`src/rtl/mxb_pkg.sv`:
```
package mxb_pkg;
  typedef struct packed {
    logic cs;
    logic adv;
    logic oe;
    logic we;
  } mxb_ctl_t;

  localparam int unsigned CTL_W = $bits(mxb_ctl_t);
  localparam logic [CTL_W-1:0] CTL_IDLE = '1;
endpackage

```
`src/rtl/mxb_sync.sv`:
```
module mxb_sync #(
  parameter int unsigned W = 1,
  parameter int unsigned STAGES = 2,
  parameter logic [W-1:0] RST_VAL = '0
) (
  input  logic         clk,
  input  logic         rst,
  input  logic [W-1:0] d,
  output logic [W-1:0] q
);
  logic [W-1:0] st [STAGES];

  for (genvar i = 0; i < STAGES; i++) begin : g_st
    if (i == 0) begin : g_first
      always_ff @(posedge clk) begin
        if (rst) st[i] <= RST_VAL;
        else     st[i] <= d;
      end
    end else begin : g_next
      always_ff @(posedge clk) begin
        if (rst) st[i] <= RST_VAL;
        else     st[i] <= st[i-1];
      end
    end
  end

  assign q = st[STAGES-1];
endmodule

```
`src/rtl/mxb_ctrl.sv`:
```
module mxb_ctrl
  import mxb_pkg::*;
#(
  parameter int unsigned DW = 8,
  parameter int unsigned AW = 8
) (
  input  logic          clk,
  input  logic          rst,
  input  mxb_ctl_t      ctl_s,
  input  logic [DW-1:0] bus_s,
  output mxb_ctl_t      ctl_p,
  output logic [AW-1:0] addr_q,
  output logic          cap_en,
  output logic          wr_en,
  output logic [DW-1:0] wr_data,
  output logic          drive_q
);
  logic [DW-1:0] bus_p;
  logic          we_rise;
  logic          oe_fall;
  logic          hold_off;

  // previous synchronized sample, aligned with the bus delay chain
  always_ff @(posedge clk) begin
    if (rst) begin
      ctl_p <= mxb_ctl_t'(CTL_IDLE);
      bus_p <= '0;
    end else begin
      ctl_p <= ctl_s;
      bus_p <= bus_s;
    end
  end

  // address and write edges are qualified by chip select in the last
  // low-strobe sample, so a strobe releasing with chip select still counts
  assign cap_en   = ctl_s.adv & ~ctl_p.adv & ~ctl_p.cs;
  assign we_rise  = ctl_s.we  & ~ctl_p.we  & ~ctl_p.cs;
  assign oe_fall  = ~ctl_s.oe & ctl_p.oe   & ~ctl_s.cs;
  assign hold_off = ctl_s.cs | ctl_s.oe | ~ctl_s.we | ~ctl_s.adv;

  always_ff @(posedge clk) begin
    if (rst) begin
      addr_q <= '0;
    end else if (cap_en) begin
      addr_q <= bus_p[AW-1:0];
    end
  end

  always_ff @(posedge clk) begin
    if (rst) begin
      wr_en   <= 1'b0;
      wr_data <= '0;
    end else begin
      wr_en   <= we_rise;
      wr_data <= bus_p;
    end
  end

  always_ff @(posedge clk) begin
    if (rst)          drive_q <= 1'b0;
    else if (hold_off) drive_q <= 1'b0;
    else if (oe_fall)  drive_q <= 1'b1;
  end
endmodule

```
`src/rtl/mxb_ram.sv`:
```
module mxb_ram #(
  parameter int unsigned DW = 8,
  parameter int unsigned AW = 8
) (
  input  logic          clk,
  input  logic          wr_en,
  input  logic [AW-1:0] wr_addr,
  input  logic [DW-1:0] wr_data,
  input  logic [AW-1:0] rd_addr,
  output logic [DW-1:0] rd_q
);
  localparam int unsigned DEPTH = 1 << AW;

  logic [DW-1:0] mem [DEPTH];

  always_ff @(posedge clk) begin
    if (wr_en) mem[wr_addr] <= wr_data;
    rd_q <= mem[rd_addr];
  end
endmodule

```
`src/rtl/mxb_ram_slave.sv`:
```
module mxb_ram_slave
  import mxb_pkg::*;
#(
  parameter int unsigned DW = 8,
  parameter int unsigned AW = 8,
  parameter int unsigned SYNC_STAGES = 2
) (
  input  logic          clk,
  input  logic          rst,
  input  logic          cs_n,
  input  logic          adv_n,
  input  logic          oe_n,
  input  logic          we_n,
  input  logic [DW-1:0] bus_i,
  output logic [DW-1:0] bus_o,
  output logic          bus_oe
);
  mxb_ctl_t         ctl_raw;
  logic [CTL_W-1:0] ctl_vec;
  mxb_ctl_t         ctl_s;
  mxb_ctl_t         ctl_p;
  logic [DW-1:0]    bus_s;
  logic [AW-1:0]    addr_q;
  logic             cap_en;
  logic             wr_en;
  logic [DW-1:0]    wr_data;
  logic             drive_q;
  logic [DW-1:0]    rd_q;

  assign ctl_raw = '{cs: cs_n, adv: adv_n, oe: oe_n, we: we_n};

  mxb_sync #(.W(CTL_W), .STAGES(SYNC_STAGES), .RST_VAL(CTL_IDLE)) u_ctl_sync (
    .clk(clk), .rst(rst), .d(ctl_raw), .q(ctl_vec)
  );
  assign ctl_s = mxb_ctl_t'(ctl_vec);

  mxb_sync #(.W(DW), .STAGES(SYNC_STAGES), .RST_VAL('0)) u_bus_sync (
    .clk(clk), .rst(rst), .d(bus_i), .q(bus_s)
  );

  mxb_ctrl #(.DW(DW), .AW(AW)) u_ctrl (
    .clk(clk), .rst(rst), .ctl_s(ctl_s), .bus_s(bus_s), .ctl_p(ctl_p),
    .addr_q(addr_q), .cap_en(cap_en), .wr_en(wr_en), .wr_data(wr_data),
    .drive_q(drive_q)
  );

  mxb_ram #(.DW(DW), .AW(AW)) u_ram (
    .clk(clk), .wr_en(wr_en), .wr_addr(addr_q), .wr_data(wr_data),
    .rd_addr(addr_q), .rd_q(rd_q)
  );

  assign bus_o  = rd_q;
  assign bus_oe = drive_q;
endmodule

```
`config.mk`:
```
export PLATFORM = sky130hd
export DESIGN_NAME = mxb_ram_slave
export DESIGN_NICKNAME = d
export VERILOG_FILES = /design/src/rtl/mxb_pkg.sv /design/src/rtl/mxb_sync.sv /design/src/rtl/mxb_ctrl.sv /design/src/rtl/mxb_ram.sv /design/src/rtl/mxb_ram_slave.sv
export SDC_FILE = /design/constraint.sdc
export NUM_CORES = 2
export LEC_CHECK = 0
export BUFFER_PORTS_ARGS = -buffer_cell sky130_fd_sc_hd__buf_2
export CORE_MARGIN = 2
export CORE_UTILIZATION = 49
export CTS_CLUSTER_DIAMETER = 100
export DETAILED_ROUTE_END_ITERATION = 16
export PLACE_DENSITY = 0.68
export SETUP_SLACK_MARGIN = 0.05
export SKIP_CTS_REPAIR_TIMING = 1
export SYNTH_ARGS = -nofsm -noshare
export SYNTH_HDL_FRONTEND = slang
export SYNTH_SLANG_ARGS = --single-unit
```
`constraint.sdc`:
```
create_clock -name clk -period 5.1 [get_ports clk]
set_clock_uncertainty 0.05 [all_clocks]
set_input_delay 1.275 -clock clk [delete_from_list [all_inputs] [get_ports clk]]
set_output_delay 1.275 -clock clk [all_outputs]
set_load 0.02 [all_outputs]
```
==> impl_metrics.toml <==
[timing]
post-route-period-util_pct = 83.5
max_freq_mhz = 235
period_needed_ns = 4.26
grt_setup_unrepaired = "false"
relSlewSlack_pct = -7.81
number_of_hold_violations_in_the_final_report = 0
setup_total_negative_slack_ns = 0
final-max-slew-violation-count = 84
setup-violations-final = 0
tightest_slew_ns = 1.62

[power_and_ir_drop]
internal_power_component_mw = 26.9
power.total_mw = 33.3
p_per_area_nw_per_um2 = 373
switching_power_mw = 6.41
pwr-share-clk_pct = 43.2
sequentialPowerShare_pct = 56.5
ir_drop_mv = 0.286
cellLeakagePower_nw = 28.3
power_frac_comb_pct = 0.3
power_switching_share_pct = 19.2

[placed_design]
gpl.final_weighted_congestion = 0.837
portBuffers = 22
hpwlAfterDp_mm = 105
place.detailed.instances = 5751

[run]
max_cap_viol_count = 0

[route]
routed-wl-met3_mm = 15.4
detail_route.wl_per_cell_um = 29.7
drtAntennaViolNets = 0
wirelength_mm = 182
dr_wl_met2_mm = 88.5
drt_first_pass_iters = 6
highest_routed_layer = "met5"
drt-initial-drc-count = 4725
vias = 38147
drcViolationCount = 0
detailed_route_vias_per_instance = 6.23
met1Wirelength_mm = 72.3

[run_status]
outcome = "finished, violations left"
failed_checks = "max-slew violations"

[layout]
seqCellArea_sq_um = 62800
antennaDiodeCount = 0
layout.cells.most_common = "sky130_fd_sc_hd__edfxtp_1"
num-nets-final = 3796
nFillCells = 11979
multi_input_area_sq_um = 16200
final_cell_count_no_fill = 6123
post_route_cells_drive_above_1_share_pct = 24.8
area_overhead_vs_synth_pct = 12.0
final_cell_mix = "sky130_fd_sc_hd__edfxtp_1, sky130_fd_sc_hd__mux4_2, sky130_fd_sc_hd__nor2_1"

[cts]
cts.path.max_buffers = 3
clk_latency_ns = 0.83
cts_buffers = 204
clockRootBuffer = "sky130_fd_sc_hd__clkbuf_16"
cts_tree = "done"
htree_levels = 4
path_clk_slew_ns = 0.06
clock_sink_count = 2110

[setup_path]
timing.critical_path.arrival_ns = 4.82
crit_fanout = 49
worstPathCellList = "buf_12, buf_4, mux4_2, a22oi_1, a21oi_1, o41ai_1, nand4_1"
worstPathBufferInverterCount = 2
crit_path_top_delay_cell = "sky130_fd_sc_hd__o41ai_1"
r2r_setup_slack_ns = 0.84
cp-startpoint = "u_ctrl.addr_q[0]"
critPathCapture = "u_ram.rd_q[7]"
path_depth = 7
family_with_the_most_delay_on_the_worst_path = "compound AO/OA/AOI/OAI gates"
endpoint_kind = "register"
critPathRequiredTime_ns = 5.67
worst-r2r-cell-count = 7
max_stage_delay_ns = 1.11
worstSetupStartpointType = "register"
reg2reg_to = "u_ram.rd_q[7]"
kind_of_critical_path = "register to register"
reg2reg_from = "u_ctrl.addr_q[0]"

[hold_path]
hold_path_class = "register to register"
whs_path_depth = 1

[floorplan]
fp.dieArea_sq_um = 166000
die_w_um = 408
fp.dieH_um = 408
placeable_core_area_sq_um = 162000
start_util_pct = 49.2
io_pins = 23
fp-row-count = 148

[yosys]
synth.yosys.warnings = 0
synth_area_sq_um = 79900
dominant_cells_by_area_after_synthesis = "sky130_fd_sc_hd__edfxtp_1, sky130_fd_sc_hd__mux4_2, sky130_fd_sc_hd__a22oi_1, sky130_fd_sc_hd__dfxtp_1, sky130_fd_sc_hd__nor2_1"
syn-mean-instance-area_sq_um = 21.8
synth.net_count = 3677
total_of_flip_flops_plus_latches_after_synthesis = 2110
synth_cells = 3663
synthDominantCellAreaShare_pct = 76.9
synth.yosys.seq_area_share_pct = 78.5
ys_types = 25
synth_top_area_cell = "sky130_fd_sc_hd__edfxtp_1"

[global_routing]
first_global_vias = 38507
grt_antenna_before_repair = 9
grt_pass1_wl_mm = 266
overflow = 0
grt.total_usage_pct = 21.8
grt_max_degree = 257
## synth_stat cells
master	number
sky130_fd_sc_hd__buf_2	47
sky130_fd_sc_hd__nor3_1	4
sky130_fd_sc_hd__nor2_1	266
sky130_fd_sc_hd__and3_1	1
sky130_fd_sc_hd__nand2_1	15
sky130_fd_sc_hd__nand2b_1	4
sky130_fd_sc_hd__clkbuf_1	148
sky130_fd_sc_hd__nand4_1	13
sky130_fd_sc_hd__dfxtp_1	62
sky130_fd_sc_hd__nor4_1	1
sky130_fd_sc_hd__buf_6	15
sky130_fd_sc_hd__a21oi_1	128
sky130_fd_sc_hd__mux4_2	512
sky130_fd_sc_hd__nand3_1	18
sky130_fd_sc_hd__or2_2	13
sky130_fd_sc_hd__buf_4	4
sky130_fd_sc_hd__o41ai_1	32
sky130_fd_sc_hd__nor3b_1	1
sky130_fd_sc_hd__mux2i_1	8
sky130_fd_sc_hd__buf_1	22
sky130_fd_sc_hd__a22oi_1	256
sky130_fd_sc_hd__and2_1	2
sky130_fd_sc_hd__nor2b_1	42
sky130_fd_sc_hd__nor4b_1	1
sky130_fd_sc_hd__edfxtp_1	2048
## logic make-up after synthesis
group,after synthesis,share of synthesized area (%)
flip-flops,2110,78.5
multiplexers,520,14.5
AND/OR/NAND/NOR,381,2.07
buffers and inverters,236,1.34
AO/OA/AOI/OAI,416,3.56
## how the worst min path moves through the flow
stage                         from  slack (ns)                  end
2_1_floorplan      u_ctrl.ctl_p[0]        0.32         u_ctrl.wr_en
3_3_place_gp   u_ctl_sync.st[0][3]        0.34  u_ctl_sync.st[1][3]
3_5_place_dp   u_ctl_sync.st[0][0]        0.34  u_ctl_sync.st[1][0]
4_1_cts        u_ctl_sync.st[0][0]        0.36  u_ctl_sync.st[1][0]
5_1_grt        u_bus_sync.st[0][4]        0.38  u_bus_sync.st[1][4]
6_report       u_ctl_sync.st[0][1]        0.36  u_ctl_sync.st[1][1]
## state kept, by name, indices dropped and copies added, names as in the netlist
signal,flops
u_bus_sync.st,16
u_ctl_sync.st,8
u_ctrl.addr_q,8
u_ctrl.bus_p,8
u_ctrl.ctl_p,4
u_ctrl.drive_q,1
u_ctrl.wr_data,8
u_ctrl.wr_en,1
u_ram.mem,2048
u_ram.rd_q,8
## stage by stage
stage / worst slack [ns] / instance area, sq um / util, % / hold WS (ns)
after detailed placement: 0.766 / 83100 / 51.2 / 0.344
final: 0.842 / 89500 / 55.1 / 0.357
after global routing: 0.764 / 89500 / 55.1 / 0.381
after global placement: 0.827 / 83100 / 51.2 / 0.343
after CTS: 0.782 / 89500 / 55.1 / 0.359
after floorplan: 0.816 / 79900 / - / 0.324
## area by class of cell
type,count,share of cell area (%)
sequential,2110,70.2
multi-input combinational,1317,18.1
clock buffer,251,6.07
tap,2175,3.04
timing repair buffer,149,1.55
clock inverter,121,1.07
## routing by layer
metal / up-vias / track usage (%)
li1: 15683 / -
met1: 20354 / 30.8
met2: 1794 / 34.4
met3: 306 / 4.49
met4: 10 / 7.04
met5: - / 0
## power by group through the flow
stage / clock [mW] / sequential (mW) / combinational, mW
CTS: 14.6 / 18.8 / 0.0953
finish: 14.4 / 18.8 / 0.0938
floorplan: 0 / 19.2 / 0.0184
detailed placement: 0 / 19.2 / 0.0958
global placement: 0 / 19.2 / 0.0907
global route: 15.3 / 18.8 / 0.103
(Power assumes the default switching activity.)
